**src/rtl/branch_resolve.sv**
```systemverilog
module branch_resolve #(
  parameter int XLEN = 32,
  parameter int IDXW = 5
) (
  input  logic            clk,
  input  logic            rst_n,
  input  logic            in_valid,
  input  logic            rel_sel,
  input  logic [IDXW-1:0] idx_a,
  input  logic [IDXW-1:0] idx_b,
  input  logic [XLEN-1:0] val_a,
  input  logic [XLEN-1:0] val_b,
  input  logic [5:0]      cond,
  input  logic            flag_ovf,
  input  logic            flag_zero,
  input  logic            flag_sign,
  input  logic            flag_par,
  input  logic [XLEN-1:0] cur_pc,
  input  logic [XLEN-1:0] target_word,
  output logic            out_valid,
  output logic            taken,
  output logic [XLEN-1:0] next_pc
);

  localparam logic [1:0] CMP_EQ = 2'd0, CMP_NE = 2'd1, CMP_LT = 2'd2, CMP_LE = 2'd3;
  localparam logic [1:0] MIX_CMP = 2'd0, MIX_OR = 2'd1, MIX_ANDN = 2'd2, MIX_ORN = 2'd3;
  localparam logic [XLEN-1:0] STEP = XLEN'(1);

  logic cmp_hit, flag_bit, go;
  logic [XLEN-1:0] dest;

  wire signed [XLEN-1:0] sa = val_a;
  wire signed [XLEN-1:0] sb = val_b;

  always_comb begin
    case (cond[1:0])
      CMP_EQ:  cmp_hit = (idx_a == idx_b) || (val_a == val_b);
      CMP_NE:  cmp_hit = (val_a != val_b);
      CMP_LT:  cmp_hit = (sa < sb);
      default: cmp_hit = (sa <= sb);
    endcase
  end

  always_comb begin
    case (cond[3:2])
      2'd0:    flag_bit = flag_ovf;
      2'd1:    flag_bit = flag_zero;
      2'd2:    flag_bit = flag_sign;
      default: flag_bit = flag_par;
    endcase
  end

  always_comb begin
    case (cond[5:4])
      MIX_CMP:  go = cmp_hit;
      MIX_OR:   go = cmp_hit | flag_bit;
      MIX_ANDN: go = cmp_hit & ~flag_bit;
      default:  go = cmp_hit | ~flag_bit;
    endcase
  end

  assign dest = go ? (target_word + (rel_sel ? cur_pc : '0)) : (cur_pc + STEP);

  always_ff @(posedge clk or negedge rst_n) begin
    if (!rst_n) begin
      out_valid <= 1'b0;
      taken     <= 1'b0;
      next_pc   <= '0;
    end else begin
      out_valid <= in_valid;
      if (in_valid) begin
        taken   <= go;
        next_pc <= dest;
      end
    end
  end

  a_r8_valid_follows: assert property (@(posedge clk) disable iff (!rst_n)
    in_valid |=> out_valid);

  a_r8_valid_pulse: assert property (@(posedge clk) disable iff (!rst_n)
    !in_valid |=> !out_valid);

  a_r8_hold: assert property (@(posedge clk) disable iff (!rst_n)
    !in_valid |=> ($stable(taken) && $stable(next_pc)));

  a_r2_same_index: assert property (@(posedge clk) disable iff (!rst_n)
    (in_valid && cond == 6'd0 && idx_a == idx_b) |=> taken);

  a_r7_step: assert property (@(posedge clk) disable iff (!rst_n)
    (in_valid && cond == 6'd0 && idx_a != idx_b && val_a != val_b)
      |=> (!taken && next_pc == $past(cur_pc) + STEP));

  a_r5_absolute: assert property (@(posedge clk) disable iff (!rst_n)
    (in_valid && !rel_sel) |=> (!taken || next_pc == $past(target_word)));

  a_r6_relative: assert property (@(posedge clk) disable iff (!rst_n)
    (in_valid && rel_sel) |=> (!taken || next_pc == $past(target_word) + $past(cur_pc)));

endmodule

```
**config.mk**
```make
export PLATFORM = sky130hd
export DESIGN_NAME = branch_resolve
export DESIGN_NICKNAME = d
export VERILOG_FILES = /design/src/rtl/branch_resolve.sv
export SDC_FILE = /design/constraint.sdc
export NUM_CORES = 1
export LEC_CHECK = 0
export BUFFER_PORTS_ARGS = -buffer_cell sky130_fd_sc_hd__buf_2
export CORE_AREA = 2 2 105 107
export CTS_CLUSTER_DIAMETER = 40
export DETAILED_ROUTE_END_ITERATION = 10
export DIE_AREA = 0 0 107 109
export HOLD_SLACK_MARGIN = 0.1
export PLACE_DENSITY = 0.76
export SETUP_SLACK_MARGIN = 0.2
export SLEW_MARGIN = 20
export SYNTH_ARGS = -nofsm -noshare
export SYNTH_HDL_FRONTEND = slang
export SYNTH_SLANG_ARGS = --single-unit
```
**constraint.sdc**
```tcl
create_clock -name clk -period 2.2 [get_ports clk]
set_input_delay 0.11 -clock clk [delete_from_list [all_inputs] [get_ports clk]]
set_output_delay 0.11 -clock clk [all_outputs]
set_load 0.05 [all_outputs]
```
==> key figures <==
Floorplanning
  • Initial Utilization: 46.4%
  • Die Wd: 107 um
  • Die ar.: 11700 um2
  • IO Count: 186
  • Core area: 10600 um2
  • Chip height: 109 um
  • FP Rows: 38

Placement
  • GPL Wtd Cong: 0.911
  • Cells after DPL: 1057
  • DP Wirelength: 14200 um
  • Setup slack after placement: -0.831 ns
  • PortBufs: 185
  • Area after DPL: 7140 um2

STA
  • Final Hold Fails: 0
  • Max Transition Viols Final: 0
  • Max Clk Rate: 374 MHz
  • Clock skew: 0 ns
  • Worst Tran Pin Value: 0.875 ns
  • Slew margin rel.: 41.7%
  • Final setup violation count: 33
  • RSZ-0062 raised after global routing: true
  • Tmin final: 2.68 ns
  • Final period util: 122%
  • Fin worst setup slack: -0.477 ns

Global routing
  • Met2 Use GR: 64.3%
  • Largest net degree at the start of global routing: 45
  • Number of global-route vias before repair: 6867
  • GR Util met1: 37.9%
  • GR Overflow Total: 0
  • Met3 Usage GRT: 6.46%
  • Initial antenna violation count: 1
  • First-pass GRT wire length: 32600 um
  • Top Usage Layer GRT: met2
  • Gr usage total: 35.2%

Worst setup path
  • Crit end category: flip-flop
  • CP Class: in2reg
  • Largest fanout on the critical path: 6
  • Startpoint types: input pin
  • Max incr delay on CP: 0.36 ns
  • Worst EP required: 2.39 ns
  • Highest-delay cell along the critical path: nor4_4
  • Crit-path cells: buf_2 -> ha_4 -> nand4_1 -> nor4_4 -> and4_4 -> a21oi_2 -> mux2_4 -> a211oi_4 -> buf_6 -> o21ba_4 -> buf_8 -> nor3_4 -> o31ai_4
  • CP top delay family: simple AND/OR/NAND/NOR gates
  • Worst Path Buf+Inv: 3
  • Worst path arrival time: 2.87 ns

CTS
  • CTS Root Cell: clkbuf_8
  • H-tree depth: 2
  • # clock sinks: 34
  • Worst-Skew Late Latency: 0.31 ns
  • CTS tree: built
  • CTS Buffer Depth: 2
  • Inserted Clock Buffers: 5
  • Reg clk slew, reported paths: 0.09 ns

Logic synthesis
  • Mapped Avg Cell Area: 7.65 um2
  • Area share of the largest cell type after synthesis: 17.3%
  • Top post-synthesis cells by area: dfrtp_1 (17%), ha_1 (16%), xnor2_1 (6.8%)
  • Number of synthesized flops with an enable pin: 0
  • Sequential area share after synthesis: 17.3%
  • Syn. warnings: 0
  • Synth Instances: 643
  • Synth Net Count: 860
  • Post-synthesis async set-or-reset flop share: 100%
  • Yosys top cell by area: dfrtp_1
  • Synth cell types: 57
  • Most common flop cell mapped by yosys: dfrtp_1
  • Synthesized flop and latch total: 34
  • Post-Syn Area: 4920 um2

Power
  • Clock share of power: 15.7%
  • LEAKAGE: 3.87 nW
  • Logic pwr share: 63.3%
  • Overall power: 0.00401 W
  • VDD IR-drop max: 535 uV
  • Switch share: 47.0%
  • NetSw: 0.00188 W
  • Part of the power in registers: 21.0%
  • Pint: 0.00213 W
  • PwrDens: 488 nW/um2

Run
  • Max cap viols: 0

Final layout
  • Synthesis-to-finish area growth: 67.0%
  • Reg area: 851 um2
  • Final core occ: 77.5%
  • # diodes: 0
  • Fillers: 652
  • Nets@finish: 1165
  • Layout cells sized above 1: 48.5%
  • Post-route cell area: 8220 um2
  • Non-filler cells, final: 1089
  • Area taken by multi-input logic gates: 4630 um2

Routing
  • Residual DRC: 0
  • DR pass1 iterations: 6
  • Avg Vias per Cell: 6.31
  • Routed Antenna Nets: 0
  • Routed wire per std cell: 20.6 um
  • DR iter-0 viols: 672
  • Total Wirelength: 22400 um
  • Routed vias: 6873

Min path
  • Hold Crit Class: in2reg

Run status
  • Status: complete, but fails checks
  • Failing checks: negative setup slack
==> sequential cells by signal (all words and copies together), names as in the netlist <==
register and count:
out_valid 1, taken 1, next_pc 32
==> cells in the final DEF (no fill, tap or decap), types with 7 or more instances in the layout <==
master and instances:
a21oi_1 30, a21o_1 17, o21ai_0 21, a211oi_2 7
nand3_2 7, nand2_1 44, buf_6 21, nor2_1 49
buf_4 116, a31oi_1 14, nor3_1 12, a211oi_1 8
dfrtp_1 34, a21oi_2 8, ha_4 31, inv_2 9
nand3_1 19, or3_1 7, and2_4 11, ha_1 33
o211ai_1 10, and2_1 24, inv_1 30, o21ai_1 10
xnor2_1 38, nand4_1 25, xor2_1 20, buf_2 167
==> what timing repair did <==
| action | in CTS | in global routing |
|---|---|---|
| hold buffers | 1 | 0 |
| setup endpoints to repair | 33 | 33 |
| pin swaps | 45 | 29 |
| endpoints found under the hold margin | 34 | 0 |
| buffers inserted | 10 | 6 |
| resized for setup | 104 | 32 |
| gates cloned | 5 | 2 |
==> cell type report <==
| cell class | instances | share of cell area, % |
|---|---|---|
| Multi-Input combinational cell | 542 | 56.3 |
| Timing Repair Buffer | 319 | 27.5 |
| Sequential cell | 34 | 10.4 |
| Inverter | 46 | 2.35 |
| Tap cell | 140 | 2.13 |
| Clock buffer | 5 | 0.838 |
| Clock inverter | 3 | 0.548 |
==> layer usage <==
metal | part of all wire (%) | vias up
met4 | 8.6 | 2
li1 | - | 2958
met1 | 34 | 3167
met2 | 48 | 557
met5 | 0.054 | -
met3 | 10 | 189
==> cell usage after synthesis, types with 3 or more instances <==
cell and n:
clkbuf_1 17, xnor2_1 38, nor2b_1 6, nor3_1 20
o211ai_1 10, o21ai_0 37, and2_1 35, inv_1 45
nor2_1 49, o2111ai_1 3, and3_1 5, xor2_1 20
a211oi_1 15, o21a_1 4, nand2_1 46, or3_1 8
o311ai_2 4, or2_2 6, a211o_1 4, ha_1 64
o31ai_1 5, dfrtp_1 34, a31oi_1 17, o21bai_1 3
nand3_1 27, a21o_1 17, nand4_1 25, and4_1 3
a221o_1 5, nand2b_1 3, a21oi_1 39
==> per-stage QoR <==
step                hold slack, ns  TNS (ns)
floorplan                   -0.186     -4.99
global placement             0.233    -18.85
detailed placement           0.252    -20.75
CTS                          0.181     -5.40
global route                 0.199    -13.72
finish                       0.168    -10.83
==> kinds of logic (layout without fill, tap and decap cells) <==
logic type,count (synthesis),in the layout,synth area share [%]
xor+xnor,58,58,10.3
mux,2,2,0.686
fa+ha+maj,65,65,16.7
buf+inv,68,373,5.59
simple gates,241,242,25.5
compound gates,175,175,24.0
flops,34,34,17.3
==> power by group through the flow <==
stage | sequential (W) | clock (W) | combinational (W)
final | 0.000843 | 0.000629 | 0.00254
after global routing | 0.000849 | 0.000635 | 0.00267
after CTS | 0.000833 | 0.000616 | 0.00231
after detailed placement | 0.000846 | 0 | 0.00206
after global placement | 0.000839 | 0 | 0.00201
after floorplan | 0.00126 | 0 | 0.000931
==> worst register-to-register path, cell delays in order, from the launching register on <==
cell	delay [ns]
dfrtp_1	0.42
nor2b_1	0.14
a311o_1	0.29
==> path summary, 6_finish.rpt <==
| path | cells past startpoint | from | slack [ns] | to |
|---|---|---|---|---|
| hold reg to reg | 1 | taken | 0.48 | taken |
| setup / recovery | 13 | val_a[12] | -0.48 | next_pc[22] |
| max in group asynchronous | 2 | rst_n | 1.19 | next_pc[16] |
| min in group asynchronous | 2 | rst_n | 0.45 | next_pc[0] |
| setup reg to reg | 2 | next_pc[23] | 1.23 | next_pc[23] |
| hold / removal | 4 | cur_pc[29] | 0.17 | next_pc[29] |
(Power assumes the default switching activity.)
